### src/rtl/tmr8_pkg.sv
package tmr8_pkg;

  localparam int ADDR_W = 2;
  localparam int CTRL_W = 8;

  localparam logic [ADDR_W-1:0] A_CTRL  = 2'd0;
  localparam logic [ADDR_W-1:0] A_COUNT = 2'd1;
  localparam logic [ADDR_W-1:0] A_CMP   = 2'd2;
  localparam logic [ADDR_W-1:0] A_FLAGS = 2'd3;

  typedef enum logic [1:0] {
    MODE_NORMAL = 2'b00,
    MODE_PHASE  = 2'b01,
    MODE_CTC    = 2'b10,
    MODE_FAST   = 2'b11
  } tmr_mode_e;

  typedef struct packed {
    logic [1:0] pin_mode;
    tmr_mode_e  mode;
    logic [2:0] clk_sel;
  } ctrl_t;

  // bits 6:0 of the control byte; bit 7 is the strobe and is never stored
  function automatic ctrl_t ctrl_from_byte(input logic [CTRL_W-2:0] b);
    ctrl_t c;
    c.pin_mode = b[5:4];
    c.mode     = tmr_mode_e'({b[3], b[6]});
    c.clk_sel  = b[2:0];
    return c;
  endfunction

  function automatic logic [CTRL_W-1:0] ctrl_to_byte(input ctrl_t c);
    logic [1:0] m;
    m = c.mode;
    return {1'b0, m[0], c.pin_mode, m[1], c.clk_sel};
  endfunction

  function automatic logic is_pwm(input tmr_mode_e m);
    return (m == MODE_PHASE) || (m == MODE_FAST);
  endfunction

endpackage

### src/rtl/tmr8_regs.sv
module tmr8_regs
  import tmr8_pkg::*;
#(
  parameter int CNT_W = 8
) (
  input  logic              clk_i,
  input  logic              rst_i,
  input  logic              wr_en_i,
  input  logic              rd_en_i,
  input  logic [ADDR_W-1:0] addr_i,
  input  logic [CNT_W-1:0]  wr_data_i,
  input  logic [CNT_W-1:0]  cnt_i,
  input  logic              match_i,
  input  logic              bottom_i,
  output ctrl_t             ctrl_o,
  output logic [CNT_W-1:0]  cmp_o,
  output logic [CNT_W-1:0]  rd_data_o,
  output logic              cmp_flag_o,
  output logic              ovf_flag_o,
  output logic              irq_o,
  output logic              cnt_wr_o,
  output logic              force_o,
  output logic [1:0]        force_act_o
);

  ctrl_t            ctrl_q;
  ctrl_t            ctrl_wr;
  logic [CNT_W-1:0] cmp_q;
  logic [CNT_W-1:0] rd_q;
  logic [CNT_W-1:0] rd_mux;
  logic             cmp_flag_q, ovf_flag_q, irq_q;
  logic             cmp_flag_nx, ovf_flag_nx;
  logic             sel_ctrl, sel_cmp, sel_flags;
  logic [1:0]       clr;

  assign sel_ctrl  = wr_en_i && (addr_i == A_CTRL);
  assign sel_cmp   = wr_en_i && (addr_i == A_CMP);
  assign sel_flags = wr_en_i && (addr_i == A_FLAGS);
  assign cnt_wr_o  = wr_en_i && (addr_i == A_COUNT);

  assign ctrl_wr     = ctrl_from_byte(wr_data_i[CTRL_W-2:0]);
  assign force_o     = sel_ctrl && wr_data_i[CTRL_W-1] && !is_pwm(ctrl_wr.mode);
  assign force_act_o = ctrl_wr.pin_mode;

  assign clr         = sel_flags ? wr_data_i[1:0] : 2'b00;
  assign cmp_flag_nx = match_i  | (cmp_flag_q & ~clr[0]);
  assign ovf_flag_nx = bottom_i | (ovf_flag_q & ~clr[1]);

  always_comb begin
    case (addr_i)
      A_CTRL:  rd_mux = CNT_W'(ctrl_to_byte(ctrl_q));
      A_COUNT: rd_mux = cnt_i;
      A_CMP:   rd_mux = cmp_q;
      default: rd_mux = CNT_W'({ovf_flag_q, cmp_flag_q});
    endcase
  end

  always_ff @(posedge clk_i) begin
    if (rst_i) begin
      ctrl_q     <= '0;
      cmp_q      <= '0;
      rd_q       <= '0;
      cmp_flag_q <= 1'b0;
      ovf_flag_q <= 1'b0;
      irq_q      <= 1'b0;
    end else begin
      if (sel_ctrl) ctrl_q <= ctrl_wr;
      if (sel_cmp)  cmp_q  <= wr_data_i;
      if (rd_en_i)  rd_q   <= rd_mux;
      cmp_flag_q <= cmp_flag_nx;
      ovf_flag_q <= ovf_flag_nx;
      irq_q      <= cmp_flag_nx | ovf_flag_nx;
    end
  end

  assign ctrl_o     = ctrl_q;
  assign cmp_o      = cmp_q;
  assign rd_data_o  = rd_q;
  assign cmp_flag_o = cmp_flag_q;
  assign ovf_flag_o = ovf_flag_q;
  assign irq_o      = irq_q;

endmodule

### src/rtl/tmr8_counter.sv
module tmr8_counter
  import tmr8_pkg::*;
#(
  parameter int CNT_W = 8
) (
  input  logic             clk_i,
  input  logic             rst_i,
  input  tmr_mode_e        mode_i,
  input  logic             run_i,
  input  logic             load_i,
  input  logic [CNT_W-1:0] load_val_i,
  input  logic [CNT_W-1:0] cmp_i,
  output logic [CNT_W-1:0] cnt_o,
  output logic             down_o,
  output logic             match_o,
  output logic             bottom_o
);

  localparam logic [CNT_W-1:0] CNT_MAX = '1;
  localparam logic [CNT_W-1:0] CNT_MIN = '0;
  localparam logic [CNT_W-1:0] ONE     = CNT_W'(1);

  logic [CNT_W-1:0] cnt_q, cnt_nx;
  logic             down_q, down_nx;
  logic             step, at_top, at_max, at_min, bottom;

  assign step   = run_i && !load_i;
  assign at_top = (cnt_q == cmp_i);
  assign at_max = (cnt_q == CNT_MAX);
  assign at_min = (cnt_q == CNT_MIN);

  always_comb begin
    cnt_nx  = cnt_q;
    down_nx = (mode_i == MODE_PHASE) ? down_q : 1'b0;
    bottom  = 1'b0;
    if (step) begin
      case (mode_i)
        MODE_CTC: begin
          if (at_top) begin
            cnt_nx = CNT_MIN;
          end else begin
            cnt_nx = cnt_q + ONE;
            bottom = at_max;
          end
        end
        MODE_PHASE: begin
          if (!down_q) begin
            if (at_max) begin
              down_nx = 1'b1;
              cnt_nx  = cnt_q - ONE;
            end else begin
              cnt_nx = cnt_q + ONE;
            end
          end else begin
            if (at_min) begin
              down_nx = 1'b0;
              cnt_nx  = ONE;
              bottom  = 1'b1;
            end else begin
              cnt_nx = cnt_q - ONE;
            end
          end
        end
        default: begin
          cnt_nx = cnt_q + ONE;
          bottom = at_max;
        end
      endcase
    end
    if (load_i) cnt_nx = load_val_i;
  end

  always_ff @(posedge clk_i) begin
    if (rst_i) begin
      cnt_q  <= '0;
      down_q <= 1'b0;
    end else begin
      cnt_q  <= cnt_nx;
      down_q <= down_nx;
    end
  end

  assign cnt_o    = cnt_q;
  assign down_o   = down_q;
  assign match_o  = step && at_top;
  assign bottom_o = bottom;

endmodule

### src/rtl/tmr8_wave.sv
module tmr8_wave
  import tmr8_pkg::*;
(
  input  logic       clk_i,
  input  logic       rst_i,
  input  tmr_mode_e  mode_i,
  input  logic [1:0] pin_mode_i,
  input  logic       match_i,
  input  logic       bottom_i,
  input  logic       down_i,
  input  logic       force_i,
  input  logic [1:0] force_act_i,
  output logic       wave_o
);

  logic wave_q, wave_nx;

  function automatic logic pin_apply(input logic cur, input logic [1:0] act);
    case (act)
      2'b01:   return ~cur;
      2'b10:   return 1'b0;
      2'b11:   return 1'b1;
      default: return cur;
    endcase
  endfunction

  always_comb begin
    wave_nx = wave_q;
    if (force_i) begin
      wave_nx = pin_apply(wave_q, force_act_i);
    end else begin
      case (mode_i)
        MODE_FAST: begin
          if (pin_mode_i[1]) begin
            if (match_i)       wave_nx = pin_mode_i[0];
            else if (bottom_i) wave_nx = ~pin_mode_i[0];
          end
        end
        MODE_PHASE: begin
          if (pin_mode_i[1] && match_i) wave_nx = down_i ^ pin_mode_i[0];
        end
        default: begin
          if (match_i) wave_nx = pin_apply(wave_q, pin_mode_i);
        end
      endcase
    end
  end

  always_ff @(posedge clk_i) begin
    if (rst_i) wave_q <= 1'b0;
    else       wave_q <= wave_nx;
  end

  assign wave_o = wave_q;

endmodule

### src/rtl/tmr8_wavegen.sv
module tmr8_wavegen
  import tmr8_pkg::*;
#(
  parameter int CNT_W = 8
) (
  input  logic              clk_i,
  input  logic              rst_i,
  input  logic              wr_en_i,
  input  logic              rd_en_i,
  input  logic [ADDR_W-1:0] addr_i,
  input  logic [CNT_W-1:0]  wr_data_i,
  output logic [CNT_W-1:0]  rd_data_o,
  input  logic              tick_i,
  output logic              wave_o,
  output logic              wave_oe_o,
  output logic              cmp_flag_o,
  output logic              ovf_flag_o,
  output logic              irq_o
);

  ctrl_t            ctrl_q;
  logic [CNT_W-1:0] cmp_q;
  logic [CNT_W-1:0] cnt_q;
  logic             cnt_wr, force_stb, match, bottom, down, run;
  logic [1:0]       force_act;

  assign run = tick_i && (ctrl_q.clk_sel != 3'b000);

  tmr8_regs #(.CNT_W(CNT_W)) u_regs (
    .clk_i       (clk_i),
    .rst_i       (rst_i),
    .wr_en_i     (wr_en_i),
    .rd_en_i     (rd_en_i),
    .addr_i      (addr_i),
    .wr_data_i   (wr_data_i),
    .cnt_i       (cnt_q),
    .match_i     (match),
    .bottom_i    (bottom),
    .ctrl_o      (ctrl_q),
    .cmp_o       (cmp_q),
    .rd_data_o   (rd_data_o),
    .cmp_flag_o  (cmp_flag_o),
    .ovf_flag_o  (ovf_flag_o),
    .irq_o       (irq_o),
    .cnt_wr_o    (cnt_wr),
    .force_o     (force_stb),
    .force_act_o (force_act)
  );

  tmr8_counter #(.CNT_W(CNT_W)) u_cnt (
    .clk_i      (clk_i),
    .rst_i      (rst_i),
    .mode_i     (ctrl_q.mode),
    .run_i      (run),
    .load_i     (cnt_wr),
    .load_val_i (wr_data_i),
    .cmp_i      (cmp_q),
    .cnt_o      (cnt_q),
    .down_o     (down),
    .match_o    (match),
    .bottom_o   (bottom)
  );

  tmr8_wave u_wave (
    .clk_i       (clk_i),
    .rst_i       (rst_i),
    .mode_i      (ctrl_q.mode),
    .pin_mode_i  (ctrl_q.pin_mode),
    .match_i     (match),
    .bottom_i    (bottom),
    .down_i      (down),
    .force_i     (force_stb),
    .force_act_i (force_act),
    .wave_o      (wave_o)
  );

  assign wave_oe_o = |ctrl_q.pin_mode;

endmodule

### config.mk
export PLATFORM = sky130hd
export DESIGN_NAME = tmr8_wavegen
export DESIGN_NICKNAME = d
export VERILOG_FILES = /design/src/rtl/tmr8_pkg.sv /design/src/rtl/tmr8_regs.sv /design/src/rtl/tmr8_counter.sv /design/src/rtl/tmr8_wave.sv /design/src/rtl/tmr8_wavegen.sv
export SDC_FILE = /design/constraint.sdc
export NUM_CORES = 1
export LEC_CHECK = 0
export BUFFER_PORTS_ARGS = -buffer_cell sky130_fd_sc_hd__buf_4
export CELL_PAD_IN_SITES_DETAIL_PLACEMENT = 1
export CELL_PAD_IN_SITES_GLOBAL_PLACEMENT = 1
export CORE_MARGIN = 5
export CORE_UTILIZATION = 37
export DETAILED_ROUTE_END_ITERATION = 8
export GPL_TIMING_DRIVEN = 0
export PLACE_DENSITY = 0.79
export SLEW_MARGIN = 5
export SYNTH_ARGS = -nofsm -noshare
export SYNTH_HDL_FRONTEND = slang
export SYNTH_SLANG_ARGS = --single-unit
### constraint.sdc
create_clock -name clk_i -period 2.2 [get_ports clk_i]
set_input_delay 0.22 -clock clk_i [delete_from_list [all_inputs] [get_ports clk_i]]
set_output_delay 0.22 -clock clk_i [all_outputs]
set_load 0.05 [all_outputs]
---- Word level (Yosys, flattened, before mapping) ----
Index checks and enable logic that the tools add are counted.
storage, ports and cells
  register bits after elaboration ......... 36
  input port bits ......................... 15
  output and inout bits ................... 13
  logic and storage cells ................. 93
operators by class
  add/sub/neg operators ................... 2
  equal/unequal tests ..................... 20
  multiplexer cells ....................... 29
  bitwise operators ....................... 10
  reductions and logical operators ........ 21
operators with widths
  cell                   count
  $mux W8                6
  $pmux W8 S3            1
  $eq A2 B2 Y1 const B   9
  $mux W1                16
  $pmux W8 S2            1
  $eq A2 B1 Y1 const B   5
  $logic_and A1 B1 Y1    10
  $add A8 B1 Y8 const B  1
  $eq A8 B8 Y1           1
  $eq A8 B8 Y1 const B   1
  $logic_not A8 Y1       1
  $sub A8 B1 Y8 const B  1
  $pmux W1 S3            2
  $reduce_and A6 Y1      1
  $reduce_bool A6 Y1     1
  $ne A4 B1 Y1 const B   1
  $ne A4 B4 Y1 const B   1
  $not A1 Y1             4
  $pmux W1 S2            2
  $reduce_bool A4 Y1     1
  $ne A3 B2 Y1 const B   1
  $ne A3 B3 Y1 const B   1
  $or A1 B1 Y1           3
  $reduce_bool A3 Y1     1
  other kinds (8)        10

---- Logic depth before layout (Yosys ltp) ----
Gate-level depths: netlist of run 1.
  depth in word-level cells ............... 10
  mapped depth ............................ 9
  mapped depth without buffers ............ 8

---- Cells and area by module ----
A second synthesis of run 1 with hierarchy kept.
unflattened totals
  cells, all modules ...................... 288
  area, all modules ....................... 2,423.6 µm²
modules (own cells, without submodules)
  module        instances  cells an instance  area an instance (µm²)  seq. area each (µm²)
  tmr8_regs     1          122                1,171.1                 520.5
  tmr8_counter  1          144                1,083.5                 180.2
  tmr8_wave     1          20                 153.9                   20.0
  tmr8_wavegen  1          2                  15.0                    0.0

---- Worst setup path before layout of run 1 ----
Ideal clock, no wire load.
  path type ............................... register to register
  start ................................... register u_cnt.cnt_q[0], in the netlist u_cnt.cnt_o[0]
  end ..................................... register u_cnt.cnt_q[4], in the netlist u_cnt.cnt_o[4]
  library setup time ...................... 0.086 ns
  arrival ................................. 1.973 ns
  data required time ...................... 2.114 ns
  slack ................................... 0.141 ns
  cell stages (with the launch flop) ...... 10
  path buffers ............................ 1
  period minus slack after synthesis ...... 2.059 ns
  cell sequence ........................... dfxtp_1 > clkbuf_1 > inv_1 > ha_1 > nor3b_1 > nand3_1 > nand2_1 > nor3_1 > a221oi_1 > a211oi_1
between the ends
  longest elaborated chain between the ends .. 6
  elaborated cells between the ends (all ways) .. 12
  classes of those cells .................. 2 x add/sub; 2 x eq/ne; 7 x mux; 1 x reduce/logical
RTL lines
  item                                   line                                                        source
  from (decl)                            tmr8_counter.sv:23                                          logic [CNT_W-1:0] cnt_q, cnt_nx;
  from (signal assigned)                 tmr8_counter.sv:78                                          cnt_q <= cnt_nx;
  $add A8 B1 Y8 (tied with other cells)  tmr8_counter.sv:42, tmr8_counter.sv:52, tmr8_counter.sv:65
  $mux W8 (on tied branches)             tmr8_counter.sv:48, tmr8_counter.sv:55
  $mux W8                                tmr8_counter.sv:47                                          if (!down_q) begin
  $pmux W8 S2 *                          tmr8_counter.sv:37                                          case (mode_i)
  $mux W8 *                              tmr8_counter.sv:36                                          if (step) begin
  $mux W8 *                              tmr8_counter.sv:70                                          if (load_i) cnt_nx = load_val_i;
Every way passes the cells marked *; elsewhere a longest branch is shown, timed or not. The select of a mux whose other input is x is not followed.
A chain may end at the register's enable or synchronous reset.

---- Worst setup path in the final report of run 1 ----
  start ................................... register u_cnt.cnt_q[1], in the netlist u_cnt.cnt_o[1]
  end ..................................... register u_wave.wave_q, in the netlist u_wave.wave_o
between the ends
  longest elaborated chain between the ends .. 7
  elaborated cells between the ends (all ways) .. 18
  classes of those cells .................. 4 x eq/ne; 9 x mux; 5 x reduce/logical
RTL lines
  item                         line                source
  $logic_not A8 Y1             tmr8_counter.sv:30  assign at_min = (cnt_q == CNT_MIN);
  $mux W1                      tmr8_counter.sv:55  if (at_min) begin
  $mux W1                      tmr8_counter.sv:47
  $pmux W1 S2                  tmr8_counter.sv:37
  $mux W1                      tmr8_counter.sv:36
  $ne A4 B4 Y1 (no line)       --
  $reduce_and A6 Y1 (no line)  --
  to (signal assigned)         tmr8_wave.sv:51     else wave_q <= wave_nx;
  to (decl)                    tmr8_wave.sv:16     logic wave_q, wave_nx;
Several ways; a longest one is shown, not always the timed one. The select of a mux whose other input is x is not followed.

==> implementation parameters, run 1 <==
Parameter                              Value

Outcome
  Status    completed

Clocking
  CTS root buffer    clkbuf_8
  Number of buffers inserted during clock tree synthesis    5
  H-tree lvl count    2
  CTS tree    built
  Total clock sinks    36
  Hold buffers post-CTS    0
  Clk slew on worst S/H paths    0.08 ns
  Clock latency on the worst-skew pair    0.30 ns
  Maximum number of buffers from clock root to sink    2

Power and ir drop
  Power density of the placed cells    573 nW/um^2
  Leakage    1.15 nW
  Power Total    1.64 mW
  Worst voltage drop across the vdd grid    0.349 mV

Critical path
  Worst-case register-to-register setup slack    0.08 ns
  Type of destination of the critical path    flop
  Crit path kind    reg2reg
  R2R depth    7
  CP Capture Point    u_wave.wave_o
  Critical path launch point type    flop
  End of the worst register-to-register path    u_wave.wave_o
  CP required    2.43 ns
  CP startpoint    u_cnt.cnt_o[1]
  Maximum fanout along the worst path    9
  R2R Path Start    u_cnt.cnt_o[1]
  Data arrival at the endpoint of the critical path    2.35 ns

Floorplanning
  Standard-cell rows    29
  Top-level port count    28
  X dimension of the die    90.1 microns
  Initial Util    0.378
  Die height    90.1 microns
  Die ar.    8110 sq um
  Core Footprint    6280 sq um

Global routing
  First-pass GRT wire length    13000 microns
  Number of global-route vias before repair    2434
  Most Used Layer, Global Route    met2
  Overall global routing resource usage    0.198
  Met2 track demand over resource in global routing    0.321
  Met1 track demand over resource in global routing    0.266
  Initial antenna violation count    0
  Total overflow reported by the global router    0
  Met3 usage in global routing    0.0467
  Largest net degree at the start of global routing    13

Layout
  Core utilization of the finished layout    0.456
  Share of layout cells above drive strength 1    0.210
  Net count reported at finish    359
  Post-route design area    2860 sq um
  Post-route non-filler standard cell count    415
  Layout Area Growth over Synthesis    20.6%
  Total inserted antenna cells    0

Placed design
  Cell total after placement    404
  Post-DP HPWL    6000 microns
  GP Congestion    0.856
  Post-Place Cell Area    2670 sq um
  IO buf count    27

Synth
  Synthesized area per cell    7.91 sq um
  Flops & latches, synth    36
  Post-synthesis cell type count    52
  Top-area cell type share of the netlist area    0.304
  Gate count after technology mapping    300
  Async set-reset flop share out of synthesis    0
  Predominant post-synthesis flop cell    dfxtp_1
  Count of flip-flops with a built-in enable after synthesis    0
  Synthesized area    2370 sq um
  Top post-synthesis cells by area    dfxtp_1 (30%), nor2_1 (6.2%), a21oi_1 (6.1%)
  Count of warnings emitted by yosys    0
  Net count after synthesis    322
  Share of synthesized area occupied by flip-flops and latches    0.304
  Cell accounting for the most synthesized area    dfxtp_1

Route
  ANT nets after route    0
  DR vias/cell    5.84
  Total iterations of the first detailed-routing run    4
  Via count    2423
  Routed WL    8080 microns
  DRC violation count after routing    0
  Post-detailed-route wirelength per cell    19.5 microns
  Drt initial violations    185

Timing
  Max-slew violation total from the final report    0
  Minimum clock period after layout    2.12 ns
  Clock skew after layout    0.0100 ns
  Fraction of the cycle the final worst path needs    0.963
  Final-report setup violation count    0
  Worst-margin pin slew    0.638 ns
  Worst relative slew slack    0.575
  Max Clk Rate    472 MHz
  Final-report hold violation count    0

Run
  Max-cap violations    0

Worst hold path
  Worst Hold Class    in2reg
[state kept, by name, summed over array words and instances (netlist names)]
register,flops
u_regs.ovf_flag_o,1
u_regs.irq_o,1
u_regs.ctrl_o,7
u_regs.cmp_o,8
u_cnt.down_o,1
u_cnt.cnt_o,8
u_regs.cmp_flag_o,1
u_wave.wave_o,1
u_regs.rd_data_o,8
[worst min path at each step]
stage | start | to | slack (ns) | cells after the start
2_1_floorplan | wr_data_i[6] | u_regs.ctrl_o[3] | 0.36 | 2
3_3_place_gp | u_regs.cmp_o[7] | u_regs.cmp_o[7] | 0.47 | 2
3_5_place_dp | u_regs.rd_data_o[3] | u_regs.rd_data_o[3] | 0.48 | 2
4_1_cts | wr_data_i[6] | u_regs.ctrl_o[3] | 0.18 | 3
5_1_grt | wr_data_i[6] | u_regs.ctrl_o[3] | 0.19 | 3
6_report | wr_data_i[6] | u_regs.ctrl_o[3] | 0.19 | 3
[per-stage QoR]
stage,setup TNS (ns),worst slack (ns),hold slack (ns)
3_3_place_gp,-1.43,-0.340,0.469
6_report,0,0.0811,0.186
2_1_floorplan,0,0.141,0.359
3_5_place_dp,-1.82,-0.392,0.483
4_1_cts,0,0.00938,0.180
5_1_grt,-0.0261,-0.0222,0.191
[report_power, final]
part / internal [mW] / total [mW] / switching (mW)
sequential: 0.680 / 0.709 / 0.0288
clock: 0.221 / 0.486 / 0.265
combinational: 0.181 / 0.445 / 0.263
total: 1.08 / 1.64 / 0.557
[cells in the mapped netlist (all sizes together) (2+ instances only)]
library cell and count:
a311oi 2, nor4 5, nor2 39, and3b 2, nand3b 4, or2 2, or3 4, o32ai 2
mux2i 14, nand2b 2, nand2 26, dfxtp 36, nand4 5, a211oi 11, o31ai 2, o41ai 2
a21oi 29, o21ai 10, clkbuf 10, and2 2, inv 8, nor3 5, buf 11, xnor2 8
and3 3, a31oi 4, ha 7, mux4 2, xor2 9, nor3b 2, nand3 17
[critical path, stage by stage (launching register included)]
cell and delay [ns]:
dfxtp_2 0.33, buf_6 0.14, xor2_1 0.16, nor4_4 0.33, nand2_2 0.11, or4b_1 0.53
a311o_1 0.32, mux2i_1 0.12
[cell families after synthesis]
kind of cell,after synthesis,share of synthesized area
flip-flops,36,0.304
multiplexers,16,0.0781
adder cells (fa/ha/maj),7,0.0369
AND/OR/NAND/NOR,122,0.265
buffers and inverters,29,0.0543
AO/OA/AOI/OAI,73,0.196
XOR/XNOR,17,0.0659
[metal layers]
layer	vias up	part of all wire
li1	1160	-
met1	1188	0.43
met2	65	0.49
met3	10	0.068
met4	0	0.015
met5	-	0
[final cells by class]
cell class / count / area, sq um
plain buffers: 20 / 111
flip-flops and latches: 36 / 724
clock buffers: 5 / 68.8
multi-input cells: 235 / 1580
clock inverters: 3 / 18.8
repair buffers: 31 / 233
fillers: 791 / 3420
inverters: 8 / 30.0
well taps: 77 / 96.3
[layout by cell type (no fill, tap or decap), types with 4 or more instances in the layout]
cell      instances
inv_1             8
nor2_1           39
clkbuf_1          6
buf_4            31
nand4_1           5
ha_1              6
nand3_1          17
nor3_1            4
mux2i_1          14
a21oi_1          29
nand3b_1          4
clkbuf_8          5
nand2_1          23
xor2_1            8
dfxtp_1          33
buf_1             5
xnor2_1           8
o21ai_0          10
buf_6             4
a211oi_1         11
[what timing repair did]
action	4_1_cts	5_1_grt
pin swaps	2	4
setup endpoints to repair	9	8
gates resized for setup	8	17
buffers inserted	2	2
(Power assumes the default switching activity.)
==> run 2: changes to the inputs <==
--- a/config.mk
+++ b/config.mk
@@ -5,6 +5,7 @@
 export SDC_FILE = /design/constraint.sdc
 export NUM_CORES = 1
 export LEC_CHECK = 0
+export ABC_CLOCK_PERIOD_IN_PS = 2200
 export BUFFER_PORTS_ARGS = -buffer_cell sky130_fd_sc_hd__buf_4
 export CELL_PAD_IN_SITES_DETAIL_PLACEMENT = 1
 export CELL_PAD_IN_SITES_GLOBAL_PLACEMENT = 1
@@ -13,6 +14,7 @@
 export DETAILED_ROUTE_END_ITERATION = 8
 export GPL_TIMING_DRIVEN = 0
 export PLACE_DENSITY = 0.79
+export SETUP_SLACK_MARGIN = 0.1
 export SLEW_MARGIN = 5
 export SYNTH_ARGS = -nofsm -noshare
 export SYNTH_HDL_FRONTEND = slang
==> implementation parameters, run 2 (same netlist as run 1, synthesis figures left out) <==
Parameter                              Value

Floorplanning
  Die ar.    8110 sq um (unchanged)
  Standard-cell rows    29 (unchanged)
  Core Footprint    6280 sq um (unchanged)
  Die height    90.1 microns (unchanged)
  X dimension of the die    90.1 microns (unchanged)
  Initial Util    0.378 (unchanged)
  Top-level port count    28 (unchanged)

Route
  DRC violation count after routing    0 (unchanged)
  Via count    2464 (+1.7%)
  Routed WL    8170 microns (+1.0%)
  ANT nets after route    0 (unchanged)
  Post-detailed-route wirelength per cell    19.6 microns (+0.78%)
  DR vias/cell    5.92 (+1.4%)
  Drt initial violations    158 (-15%)
  Total iterations of the first detailed-routing run    6 (+2)

Critical path
  Worst path buffer plus inverter count    2 (+1)
  Family with the most delay on the worst path    compound AO/OA/AOI/OAI gates
  Worst-case register-to-register setup slack    0.13 ns (+0.05 ns)
  End of the worst register-to-register path    u_cnt.cnt_o[5]
  Crit path kind    reg2reg
  Critical path launch point type    flop
  R2R depth    8 (+1)
  Type of destination of the critical path    flop
  R2R Path Start    u_cnt.cnt_o[4]
  Slowest cell delay on critical path    0.34 ns (-0.19 ns)
  Maximum fanout along the worst path    9 (unchanged)
  Slowest stage cell, crit path    o32ai_1
  Cell Chain, Critical Path    buf_6, xor2_2, nor4_4, nand2_2, buf_4, a21o_2, o32ai_1, a211oi_1
  CP required    2.36 ns (-0.07 ns)
  Data arrival at the endpoint of the critical path    2.23 ns (-0.12 ns)

Worst hold path
  HP Start    wr_data_i[6]
  Worst Hold Class    in2reg
  Endpoint with the worst hold slack    u_regs.ctrl_o[3]
  Number of cells on the worst hold path    3 (unchanged)

Timing
  Worst relative slew slack    0.568 (-0.00643)
  Final-report hold violation count    0 (unchanged)
  Fraction of the cycle the final worst path needs    0.942 (-0.0209)
  Clock skew after layout    0.00926 ns (-0.000748 ns)
  Minimum clock period after layout    2.07 ns (-0.0460 ns)
  Final total negative setup slack    0 ns (unchanged)
  Worst-margin pin slew    0.648 ns (+0.00965 ns)
  Max-slew violation total from the final report    0 (unchanged)
  Max Clk Rate    482 MHz (+2.2%)
  RSZ-0062 raised after global routing    true
  Final-report setup violation count    0 (unchanged)
  Final Hold Slack    0.184 ns (-0.00245 ns)

Run
  Max-cap violations    0 (unchanged)

Layout
  Most common cell after layout, fill and taps aside    nor2_1
  Total inserted antenna cells    0 (unchanged)
  Layout Area Growth over Synthesis    23.9%
  Post-route non-filler standard cell count    416 (+0.24%)
  Core utilization of the finished layout    0.468 (+0.0124)
  Share of layout cells above drive strength 1    0.233 (+0.0230)
  Net count reported at finish    360 (+0.28%)
  Top library cells by usage in the layout, fill and taps aside    nor2_1 (38), dfxtp_1 (32), buf_4 (31)
  Post-route design area    2940 sq um (+2.7%)

Clocking
  CTS tree    built
  H-tree lvl count    2 (unchanged)
  Total clock sinks    36 (unchanged)
  Number of buffers inserted during clock tree synthesis    5 (unchanged)
  Clk slew on worst S/H paths    0.08 ns (about the same)
  CTS root buffer    clkbuf_8
  Clock latency on the worst-skew pair    0.30 ns (about the same)
  Maximum number of buffers from clock root to sink    2 (unchanged)

Global routing
  First-pass GRT wire length    13100 microns (+0.79%)
  Initial antenna violation count    0 (unchanged)
  Largest net degree at the start of global routing    13 (unchanged)
  Overall global routing resource usage    0.199 (+0.00143)
  Total overflow reported by the global router    0 (unchanged)
  Number of global-route vias before repair    2461 (+1.1%)

Placed design
  Cell total after placement    404 (unchanged)
  IO buf count    27 (unchanged)
  Post-Place Cell Area    2670 sq um (unchanged)
  GP Congestion    0.856 (unchanged)
  Post-DP HPWL    6000 microns (unchanged)

Power and ir drop
  Worst voltage drop across the vdd grid    0.349 mV (+0.16%)
  Power density of the placed cells    563 nW/um^2 (-1.7%)
  Leakage    1.17 nW (+2.1%)

Outcome
  Status    completed
-- run 2: worst max path at each step --
stage                         startpoint              to  slack, ns  cells past startpoint
after floorplan           u_cnt.cnt_o[0]  u_cnt.cnt_o[4]       0.14                      9
after detailed placement  u_cnt.cnt_o[0]  u_cnt.cnt_o[4]      -0.39                      9
after CTS                 u_cnt.cnt_o[0]  u_cnt.cnt_o[5]       0.10                      9
after global placement    u_cnt.cnt_o[0]  u_cnt.cnt_o[4]      -0.34                      9
after global routing      u_cnt.cnt_o[4]  u_cnt.cnt_o[5]       0.03                      8
final                     u_cnt.cnt_o[4]  u_cnt.cnt_o[5]       0.13                      8
-- run 2: metal layers --
metal	vias up	track usage	wire length, microns
met3	8	0.0467	625
met4	0	0.0484	104
met2	77	0.326	4010
li1	1165	-	-
met5	-	0	0
met1	1214	0.264	3430
-- run 2: final cells by class --
cell class	instances	area, sq um
multi-input cells	235	1640
inverters	8	30.0
flip-flops and latches	36	728
plain buffers	21	128
well taps	77	96.3
fillers	785	3340
clock inverters	3	18.8
clock buffers	5	68.8
repair buffers	31	233
-- run 2: through the flow --
step                power (mW)  worst slack (ns)
global route              1.72            0.0329
global placement          1.11            -0.340
detailed placement        1.12            -0.392
floorplan                0.991             0.141
finish                    1.65             0.127
CTS                       1.64             0.104
-- run 2: report_power, final --
part / internal [mW] / switching (mW) / leakage [nW]
clock network: 0.221 / 0.267 / 0.0479
logic: 0.186 / 0.277 / 0.826
registers: 0.679 / 0.0238 / 0.295
total: 1.09 / 0.568 / 1.17
-- run 2: what timing repair did --
item / in CTS / in global routing
hold buffers: 0 / 0
pin swaps: 4 / 3
resized for setup: 19 / 19
buffers inserted: 3 / 1
setup endpoints to repair: 11 / 8
-- run 2: worst reg2reg max path, cell delays in order, from the launching register on --
cell and delay [ns]:
dfxtp_1 0.31, buf_6 0.14, xor2_2 0.17, nor4_4 0.33
nand2_2 0.09, buf_4 0.16, a21o_2 0.27, o32ai_1 0.34
a211oi_1 0.14
==> run 3: changes to the inputs <==
--- a/config.mk
+++ b/config.mk
@@ -10,10 +10,10 @@
 export CELL_PAD_IN_SITES_DETAIL_PLACEMENT = 1
 export CELL_PAD_IN_SITES_GLOBAL_PLACEMENT = 1
 export CORE_MARGIN = 5
-export CORE_UTILIZATION = 37
+export CORE_UTILIZATION = 39
 export DETAILED_ROUTE_END_ITERATION = 8
 export GPL_TIMING_DRIVEN = 0
-export PLACE_DENSITY = 0.79
+export PLACE_DENSITY = 0.82
 export SETUP_SLACK_MARGIN = 0.1
 export SLEW_MARGIN = 5
 export SYNTH_ARGS = -nofsm -noshare
==> implementation parameters, run 3 (same netlist as run 1, synthesis figures left out) <==
Parameter                              Value

Placed design
  GP Congestion    0.857 (about the same)
  Worst slack, placed    -0.398 ns (-0.00579 ns)
  Cell total after placement    402 (-0.50%)
  Post-DP HPWL    6040 microns (+0.70%)
  IO buf count    27 (unchanged)
  Post-Place Cell Area    2670 sq um (about the same)

Layout
  Layout Area Growth over Synthesis    25.8%
  Top library cells by usage in the layout, fill and taps aside    nor2_1 (39), buf_4 (37), dfxtp_1 (34)
  Share of layout cells above drive strength 1    0.232 (-0.00115)
  Area occupied by multi-input gates    1620 sq um (-0.84%)
  Post-route non-filler standard cell count    420 (+0.96%)
  Register area    723 sq um (-0.69%)
  Core utilization of the finished layout    0.504 (+0.0358)
  Net count reported at finish    366 (+1.7%)
  Layout filler cell count    738 (-6.0%)
  Total inserted antenna cells    0 (unchanged)
  Post-route design area    2980 sq um (+1.5%)
  Most common cell after layout, fill and taps aside    nor2_1

Clocking
  Clk slew on worst S/H paths    0.09 ns (about the same)
  H-tree lvl count    2 (unchanged)
  Maximum number of buffers from clock root to sink    2 (unchanged)
  CTS tree    built
  CTS root buffer    clkbuf_8
  Clock latency on the worst-skew pair    0.30 ns (about the same)
  Number of buffers inserted during clock tree synthesis    5 (unchanged)
  Total clock sinks    36 (unchanged)

Power and ir drop
  Sequential share of power    0.390 (-0.035)
  Comb pwr share    0.270 (-0.010)
  Internal power contribution    1.21 mW (+12%)
  Leakage    1.20 nW (+2.7%)
  Power density of the placed cells    605 nW/um^2 (+7.6%)
  NetSw    592 uW (+4.2%)
  Worst voltage drop across the vdd grid    0.404 mV (+15%)
  Switching part of the total power    0.328 (-0.0158)
  Clock Power Share    0.340 (+0.045)

Timing
  Final total negative setup slack    -0.00997 ns (-0.00997 ns)
  Final-report hold violation count    0 (unchanged)
  Max Clk Rate    452 MHz (-6.2%)
  Final-report setup violation count    1 (+1)
  Fraction of the cycle the final worst path needs    1.00 (+0.0623)
  Max-slew violation total from the final report    0 (unchanged)
  Minimum clock period after layout    2.21 ns (+0.137 ns)
  RSZ-0062 raised after global routing    true
  Worst relative slew slack    0.528 (-0.0399)
  Worst-case setup margin in the final layout    -0.00997 ns (-0.137 ns)
  Clock skew after layout    0.00953 ns (+0.000274 ns)
  Worst-margin pin slew    0.708 ns (+0.0599 ns)

Floorplanning
  X dimension of the die    88.0 microns (-2.3%)
  Top-level port count    28 (unchanged)
  Die ar.    7740 sq um (-4.6%)
  Initial Util    0.401 (+0.0228)
  Core Footprint    5920 sq um (-5.7%)
  Standard-cell rows    28 (-3.4%)
  Die height    88.0 microns (-2.3%)

Route
  Drt initial violations    220 (+39%)
  DR vias/cell    6.06 (+2.4%)
  ANT nets after route    0 (unchanged)
  Routed WL    8710 microns (+6.7%)
  Total iterations of the first detailed-routing run    5 (-1)
  Via count    2547 (+3.4%)
  Post-detailed-route wirelength per cell    20.7 microns (+5.6%)
  DRC violation count after routing    0 (unchanged)

Global routing
  Met2 track demand over resource in global routing    0.369 (+0.0430)
  Met3 usage in global routing    0.0339 (-0.0129)
  Most Used Layer, Global Route    met2
  Total overflow reported by the global router    0 (unchanged)
  First-pass GRT wire length    13000 microns (-0.63%)
  Met1 track demand over resource in global routing    0.300 (+0.0355)
  Overall global routing resource usage    0.224 (+0.0244)
  Largest net degree at the start of global routing    13 (unchanged)
  Initial antenna violation count    0 (unchanged)
  Number of global-route vias before repair    2491 (+1.2%)

Critical path
  CP Capture Point    u_cnt.cnt_o[5]
  Crit path kind    reg2reg
  R2R depth    9 (+1)
  Type of destination of the critical path    flop
  CP required    2.37 ns (about the same)
  Maximum fanout along the worst path    8 (-1)
  Critical path launch point type    flop
  End of the worst register-to-register path    u_cnt.cnt_o[5]
  CP startpoint    u_cnt.cnt_o[5]
  Worst-case register-to-register setup slack    -0.01 ns (-0.14 ns)
  R2R Path Start    u_cnt.cnt_o[5]
  Data arrival at the endpoint of the critical path    2.38 ns (+0.15 ns)

Worst hold path
  HP Start    wr_data_i[6]
  Worst Hold Class    in2reg

Run
  Max-cap violations    0 (unchanged)

Outcome
  Violated checks    setup timing
  Status    finished with violations
run 3: metrics by stage:
stage / hold WS (ns) / power [mW]
after floorplan: 0.359 / 0.991
after detailed placement: 0.483 / 1.12
after CTS: 0.188 / 1.75
final: 0.180 / 1.81
after global routing: 0.199 / 1.86
after global placement: 0.471 / 1.11
run 3: metal layers:
| metal | routed length [microns] | vias up |
|---|---|---|
| met5 | 0 | - |
| met4 | 162 | 0 |
| met3 | 459 | 16 |
| met2 | 4260 | 97 |
| met1 | 3830 | 1264 |
| li1 | - | 1170 |
run 3: what timing repair did:
| item | 4_1_cts | 5_1_grt |
|---|---|---|
| gates cloned | 0 | 0 |
| endpoints found under the setup margin | 12 | 9 |
| pin swaps | 6 | 8 |
| hold buffers | 0 | 0 |
| resized for setup | 16 | 20 |
| setup buffers | 4 | 6 |
run 3: critical path, stage by stage (launching register included):
cell	delay, ns
dfxtp_1	0.31
buf_6	0.12
xor2_2	0.15
nor4_4	0.40
nand2_2	0.10
buf_4	0.15
buf_4	0.14
a21o_2	0.28
o32ai_2	0.30
a211oi_1	0.12
run 3: cell type report:
type,instances,area share
multi-input cells,235,0.544
flip-flops and latches,36,0.242
repair buffers,37,0.0931
plain buffers,21,0.0419
well taps,75,0.0314
clock buffers,5,0.0231
clock inverters,3,0.0143
inverters,8,0.0101
run 3: how the worst min path moves through the flow:
| stage | to | slack, ns | depth (start not counted) |
|---|---|---|---|
| global placement | u_regs.cmp_o[7] | 0.47 | 2 |
| CTS | u_regs.ctrl_o[3] | 0.19 | 3 |
| floorplan | u_regs.ctrl_o[3] | 0.36 | 2 |
| finish | u_regs.ctrl_o[3] | 0.18 | 3 |
| detailed placement | u_regs.rd_data_o[2] | 0.48 | 2 |
| global route | u_regs.ctrl_o[3] | 0.20 | 3 |
run 3: power by group through the flow:
stage	sequential [mW]	clock (mW)	combinational [mW]
6_report	0.704	0.614	0.488
5_1_grt	0.708	0.638	0.517
4_1_cts	0.703	0.609	0.440
3_5_place_dp	0.717	0	0.403
3_3_place_gp	0.716	0	0.394
2_1_floorplan	0.740	0	0.251
